===== config.mk =====
export PLATFORM = sky130hd
export DESIGN_NAME = hazard_ctl
export DESIGN_NICKNAME = d
export VERILOG_FILES = /design/src/rtl/hazard_pkg.sv /design/src/rtl/hz_opnd_fwd.sv /design/src/rtl/hz_branch_ctl.sv /design/src/rtl/hz_stall_ctl.sv /design/src/rtl/hz_store_fwd.sv /design/src/rtl/hazard_ctl.sv
export SDC_FILE = /design/constraint.sdc
export NUM_CORES = 1
export LEC_CHECK = 0
export CORE_AREA = 2 2 39 41
export DETAILED_ROUTE_END_ITERATION = 12
export DIE_AREA = 0 0 41 43
export DONT_BUFFER_PORTS = 1
export GPL_TIMING_DRIVEN = 0
export PLACE_DENSITY = 0.67
export SYNTH_ARGS = -nofsm -noshare
export SYNTH_HDL_FRONTEND = slang
export SYNTH_SLANG_ARGS = --single-unit

===== constraint.sdc =====
create_clock -name vclk -period 2.3
set_clock_uncertainty 0.1 [all_clocks]
set_input_delay 0.115 -clock vclk [all_inputs]
set_output_delay 0.115 -clock vclk [all_outputs]
set_load 0.01 [all_outputs]

===== src/rtl/hazard_pkg.sv =====
package hazard_pkg;
  parameter int REG_AW = 5;
  typedef logic [REG_AW-1:0] reg_id_t;

  typedef enum logic [1:0] {
    SRC_REGFILE = 2'b00,
    SRC_WB      = 2'b01,
    SRC_MEMALU  = 2'b10
  } opnd_src_t;

  function automatic logic reg_hit(input reg_id_t src, input logic used,
                                   input reg_id_t dst, input logic wr);
    return used && wr && (dst != '0) && (src == dst);
  endfunction
endpackage


===== src/rtl/hz_opnd_fwd.sv =====
module hz_opnd_fwd
  import hazard_pkg::*;
(
  input  logic      clk,
  input  logic      rst_n,
  input  reg_id_t   src,
  input  reg_id_t   mem_rd,
  input  logic      mem_we,
  input  logic      mem_is_load,
  input  reg_id_t   wb_rd,
  input  logic      wb_we,
  output opnd_src_t sel
);
  logic hit_mem, hit_wb;

  always_comb begin
    hit_mem = reg_hit(src, 1'b1, mem_rd, mem_we);
    hit_wb  = reg_hit(src, 1'b1, wb_rd, wb_we);
    if (hit_mem) begin
      // younger producer shadows write-back; a load has no value yet
      sel = mem_is_load ? SRC_REGFILE : SRC_MEMALU;
    end else if (hit_wb) begin
      sel = SRC_WB;
    end else begin
      sel = SRC_REGFILE;
    end
  end

  AST_SEL_LEGAL: assert property (@(posedge clk) disable iff (!rst_n)
    sel != 2'b11);
  AST_ZERO_SRC_NOFWD: assert property (@(posedge clk) disable iff (!rst_n)
    (src == '0) |-> (sel == SRC_REGFILE));
  AST_MEMALU_NEEDS_WRITER: assert property (@(posedge clk) disable iff (!rst_n)
    (sel == SRC_MEMALU) |-> (mem_we && !mem_is_load && mem_rd == src));
  AST_LOAD_NO_MEMFWD: assert property (@(posedge clk) disable iff (!rst_n)
    (mem_is_load && mem_we && mem_rd == src) |-> (sel == SRC_REGFILE));
  AST_WB_YIELDS: assert property (@(posedge clk) disable iff (!rst_n)
    (sel == SRC_WB) |-> !(mem_we && mem_rd == src && src != '0));
endmodule


===== src/rtl/hz_branch_ctl.sv =====
module hz_branch_ctl
  import hazard_pkg::*;
(
  input  logic    clk,
  input  logic    rst_n,
  input  logic    id_is_branch,
  input  reg_id_t id_rs1,
  input  reg_id_t id_rs2,
  input  logic    id_rs1_used,
  input  logic    id_rs2_used,
  input  reg_id_t ex_rd,
  input  logic    ex_we,
  input  reg_id_t mem_rd,
  input  logic    mem_we,
  input  logic    mem_is_load,
  output logic    br_fwd_a,
  output logic    br_fwd_b,
  output logic    br_stall
);
  logic [1:0] ex_hit, mem_hit;
  reg_id_t    srcs [2];
  logic       used [2];

  assign srcs[0] = id_rs1;
  assign srcs[1] = id_rs2;
  assign used[0] = id_rs1_used;
  assign used[1] = id_rs2_used;

  for (genvar g = 0; g < 2; g++) begin : g_src
    always_comb begin
      ex_hit[g]  = id_is_branch && reg_hit(srcs[g], used[g], ex_rd, ex_we);
      mem_hit[g] = id_is_branch && reg_hit(srcs[g], used[g], mem_rd, mem_we);
    end
  end

  always_comb begin
    br_stall = (|ex_hit) || (mem_is_load && (|mem_hit));
    br_fwd_a = mem_hit[0] && !mem_is_load && !ex_hit[0];
    br_fwd_b = mem_hit[1] && !mem_is_load && !ex_hit[1];
  end

  AST_BR_FWD_NOT_LOAD: assert property (@(posedge clk) disable iff (!rst_n)
    (br_fwd_a || br_fwd_b) |-> !mem_is_load);
  AST_BR_ONLY: assert property (@(posedge clk) disable iff (!rst_n)
    !id_is_branch |-> !(br_stall || br_fwd_a || br_fwd_b));
endmodule


===== src/rtl/hz_stall_ctl.sv =====
module hz_stall_ctl
  import hazard_pkg::*;
(
  input  logic    clk,
  input  logic    rst_n,
  input  reg_id_t id_rs1,
  input  reg_id_t id_rs2,
  input  logic    id_rs1_used,
  input  logic    id_rs2_used,
  input  logic    id_is_store,
  input  logic    id_br_taken,
  input  reg_id_t ex_rd,
  input  logic    ex_we,
  input  logic    ex_is_load,
  input  logic    br_stall,
  output logic    pc_stall,
  output logic    ifid_stall,
  output logic    ifid_flush,
  output logic    idex_flush
);
  logic load_use, hold;

  always_comb begin
    load_use = ex_is_load &&
               (reg_hit(id_rs1, id_rs1_used, ex_rd, ex_we) ||
                reg_hit(id_rs2, id_rs2_used && !id_is_store, ex_rd, ex_we));
    hold       = load_use || br_stall;
    pc_stall   = hold;
    ifid_stall = hold;
    idex_flush = hold;
    ifid_flush = id_br_taken && !hold;
  end

  AST_HOLD_TOGETHER: assert property (@(posedge clk) disable iff (!rst_n)
    (pc_stall == ifid_stall) && (ifid_stall == idex_flush));
  AST_NO_FLUSH_ON_HOLD: assert property (@(posedge clk) disable iff (!rst_n)
    pc_stall |-> !ifid_flush);
  AST_NO_REG0_STALL: assert property (@(posedge clk) disable iff (!rst_n)
    (ex_rd == '0 && !br_stall) |-> !pc_stall);
endmodule


===== src/rtl/hz_store_fwd.sv =====
module hz_store_fwd
  import hazard_pkg::*;
(
  input  logic    clk,
  input  logic    rst_n,
  input  logic    mem_is_store,
  input  reg_id_t mem_rs2,
  input  reg_id_t wb_rd,
  input  logic    wb_we,
  output logic    st_data_sel
);
  always_comb st_data_sel = reg_hit(mem_rs2, mem_is_store, wb_rd, wb_we);

  AST_ST_ONLY_STORE: assert property (@(posedge clk) disable iff (!rst_n)
    st_data_sel |-> (mem_is_store && wb_we));
  AST_ST_NOT_R0: assert property (@(posedge clk) disable iff (!rst_n)
    (wb_rd == '0) |-> !st_data_sel);
endmodule


===== src/rtl/hazard_ctl.sv =====
module hazard_ctl
  import hazard_pkg::*;
(
  input  logic              clk,
  input  logic              rst_n,
  input  logic [REG_AW-1:0] id_rs1,
  input  logic [REG_AW-1:0] id_rs2,
  input  logic              id_rs1_used,
  input  logic              id_rs2_used,
  input  logic              id_is_store,
  input  logic              id_is_branch,
  input  logic              id_br_taken,
  input  logic [REG_AW-1:0] ex_rs1,
  input  logic [REG_AW-1:0] ex_rs2,
  input  logic [REG_AW-1:0] ex_rd,
  input  logic              ex_we,
  input  logic              ex_is_load,
  input  logic [REG_AW-1:0] mem_rs2,
  input  logic [REG_AW-1:0] mem_rd,
  input  logic              mem_we,
  input  logic              mem_is_load,
  input  logic              mem_is_store,
  input  logic [REG_AW-1:0] wb_rd,
  input  logic              wb_we,
  output logic [1:0]        fwd_a,
  output logic [1:0]        fwd_b,
  output logic              fwd_br_a,
  output logic              fwd_br_b,
  output logic              st_data_sel,
  output logic              pc_stall,
  output logic              ifid_stall,
  output logic              ifid_flush,
  output logic              idex_flush
);
  localparam int NUM_OPND = 2;

  reg_id_t   ex_src [NUM_OPND];
  opnd_src_t ex_sel [NUM_OPND];
  logic      br_stall;

  assign ex_src[0] = ex_rs1;
  assign ex_src[1] = ex_rs2;

  for (genvar g = 0; g < NUM_OPND; g++) begin : g_opnd
    hz_opnd_fwd u_fwd (
      .clk(clk), .rst_n(rst_n), .src(ex_src[g]),
      .mem_rd(mem_rd), .mem_we(mem_we), .mem_is_load(mem_is_load),
      .wb_rd(wb_rd), .wb_we(wb_we), .sel(ex_sel[g])
    );
  end

  assign fwd_a = ex_sel[0];
  assign fwd_b = ex_sel[1];

  hz_branch_ctl u_br (
    .clk(clk), .rst_n(rst_n), .id_is_branch(id_is_branch),
    .id_rs1(id_rs1), .id_rs2(id_rs2),
    .id_rs1_used(id_rs1_used), .id_rs2_used(id_rs2_used),
    .ex_rd(ex_rd), .ex_we(ex_we),
    .mem_rd(mem_rd), .mem_we(mem_we), .mem_is_load(mem_is_load),
    .br_fwd_a(fwd_br_a), .br_fwd_b(fwd_br_b), .br_stall(br_stall)
  );

  hz_stall_ctl u_stall (
    .clk(clk), .rst_n(rst_n),
    .id_rs1(id_rs1), .id_rs2(id_rs2),
    .id_rs1_used(id_rs1_used), .id_rs2_used(id_rs2_used),
    .id_is_store(id_is_store), .id_br_taken(id_br_taken),
    .ex_rd(ex_rd), .ex_we(ex_we), .ex_is_load(ex_is_load),
    .br_stall(br_stall),
    .pc_stall(pc_stall), .ifid_stall(ifid_stall),
    .ifid_flush(ifid_flush), .idex_flush(idex_flush)
  );

  hz_store_fwd u_st (
    .clk(clk), .rst_n(rst_n), .mem_is_store(mem_is_store),
    .mem_rs2(mem_rs2), .wb_rd(wb_rd), .wb_we(wb_we),
    .st_data_sel(st_data_sel)
  );

  AST_QUIET_PIPE: assert property (@(posedge clk) disable iff (!rst_n)
    (!ex_we && !mem_we && !wb_we && !id_br_taken) |->
      (fwd_a == 2'b00 && fwd_b == 2'b00 && !pc_stall && !ifid_flush && !st_data_sel));
  AST_WB_NOT_BRANCH: assert property (@(posedge clk) disable iff (!rst_n)
    !mem_we |-> !(fwd_br_a || fwd_br_b));
endmodule


==> impl_metrics.toml <==
[outcome]
run_status = "finished, final reports clean"

[cells_and_area]
seq_cell_count = 0
fill_cells = 148
nNetsFinal = 146
antenna_cells = 0
drive_gt1_frac = 0.0989
area_growth_syn_to_layout_pct = 2.89
nClkBuffers = 0
final_cell_mix = "xor2_1 (26), xnor2_1 (19), or4_1 (5), nand4_1 (5), nor4_1 (5)"
utilization = 0.514
multi_input_area_um2 = 642
instances_no_fill = 107
final_common_cell = "xor2_1"
ff_latch_area_um2 = 0

[yosys]
synth.largest_area_cell = "xor2_1"
synth_area_per_cell_um2 = 7.60
syn-cell-area_um2 = 692
ys_warn_count = 0
yosysUniqueCellTypes = 21
syn_inst = 91
syn-num-nets = 144
ys_seq_area_frac = 0
synth_area_leaders = "xor2_1 (33%), xnor2_1 (24%), or4_1 (5.4%)"
yosysTopAreaCellShare = 0.329

[pwr]
p_sw_mw = 0.0414
ir_drop_v = 0.0000687
p_per_area_nw_per_um2 = 137
swShare = 0.426
p_int_mw = 0.0557
p_leak_nw = 0.264
power_frac_seq = 0
clkPwrFrac = 0
p_comb_frac = 1.000
finalPower_mw = 0.0972

[global_route]
overflow = 0
grt_pass1_wl_um = 2360
grt_pass1_vias = 608
grt_max_degree = 6
antenna_found_initial = 0
grt.total_usage = 0.185

[route]
drc = 0
drt_first_pass_iters = 3
finalWirelength_um = 1620
via_per_inst = 5.99
dr_total_vias = 641
drt-wirelength-per-cell_um = 15.2
drt_iter0_drc = 1
ant_nets = 0

[die]
start_util = 0.500
fp.dieH_um = 43
io_pins = 64
die_w_um = 41
fp-row-count = 14
dieArea_um2 = 1760
core_area_um2 = 1380

[timing]
fin_crit_ns = 1.93
final.period_utilization = 0.837
worst_slack_ns = 0.375
maxSlewViolCount = 0
worstMarginPinSlew_ns = 0.553
fmax_mhz = 519
slew_headroom = 0.626
rsz0062_at_grt = "false"
setup_viol = 0
fin_setup_tns_ns = 0
hold_violations = 0

[setup_path]
cp.arrival_ns = 1.71
crit_fanout = 5
critical_path_class = "primary input to output port"
cp_data_required_time_ns = 2.09
max_stage_delay_ns = 0.50
cp_slowest_cell = "or4_1"
critPathCaptureType = "output port"
startpoint_type = "primary input"
cp_cell_sequence = "buf_2 > or4_1 > o21a_1 > o2111a_1 > or3_1 > buf_4"

[placement]
dp_cells = 107
io_buffers = 0
gp_congestion = 0.688
post-dp-hpwl_um = 1490
pre_cts_ws_ns = 0.374

[cts]
ctsHoldBuffers = 0
post_cts_resized = 0
post-cts-setup-buffer-count = 0

[hold_path]
hold_class = "primary input to output port"

[flow_run]
cap_violations = 0
metal layers:
layer | vias up | routed length [µm] | GRT usage | part of all wire
li1 | 319 | - | - | -
met1 | 293 | 646 | 0.225 | 0.40
met2 | 29 | 862 | 0.344 | 0.53
met3 | 0 | 115 | 0.0209 | 0.071
met4 | 0 | 0 | 0 | 0
met5 | - | 0 | 0 | 0
power groups by stage:
| stage | clock network, mW | registers [mW] | logic [mW] |
|---|---|---|---|
| global placement | 0 | 0 | 0.0954 |
| detailed placement | 0 | 0 | 0.0976 |
| global route | 0 | 0 | 0.109 |
| finish | 0 | 0 | 0.0972 |
| floorplan | 0 | 0 | 0.0880 |
| CTS | 0 | 0 | 0.0981 |
metrics by stage:
stage | cell area, µm² | hold WS (ns)
2_1_floorplan | 692 | 0.184
3_3_place_gp | 712 | 0.191
3_5_place_dp | 712 | 0.191
4_1_cts | 712 | 0.191
5_1_grt | 712 | 0.193
6_report | 712 | 0.190
final cells by class:
| cell class | count | share of cell area |
|---|---|---|
| Buffer | 7 | 0.0650 |
| Inverter | 1 | 0.00527 |
| Multi-Input combinational cell | 83 | 0.902 |
| Tap cell | 16 | 0.0281 |
logic make-up after synthesis:
logic type | Yosys count | share of synthesized area
xor+xnor | 45 | 0.570
simple gates | 33 | 0.306
compound gates | 5 | 0.0524
buf+inv | 8 | 0.0723
cell usage after synthesis:
cell	number
nor3_1	3
o21a_1	2
xnor2_1	19
xor2_1	26
o21ai_0	1
buf_2	4
or4_1	5
nor4b_1	1
o2111a_1	1
and3_1	4
nor2_1	4
buf_4	2
buf_6	1
inv_1	1
or3_1	1
nor4_1	5
a21oi_1	1
and4_1	1
nor4_2	2
nand2_1	2
nand4_1	5
path summary, 6_finish.rpt:
check / end / depth (start not counted) / startpoint
worst min-delay path: fwd_b[1] / 1 / mem_is_load
worst max-delay path: pc_stall / 6 / mem_rd[3]
critical path, delay by kind of cell:
family,cells,cell delay (ns)
buffers and inverters,2,0.32
AND/OR/NAND/NOR,2,0.89
AO/OA/AOI/OAI,2,0.37
Note: power is estimated with default switching activity, not from simulation.
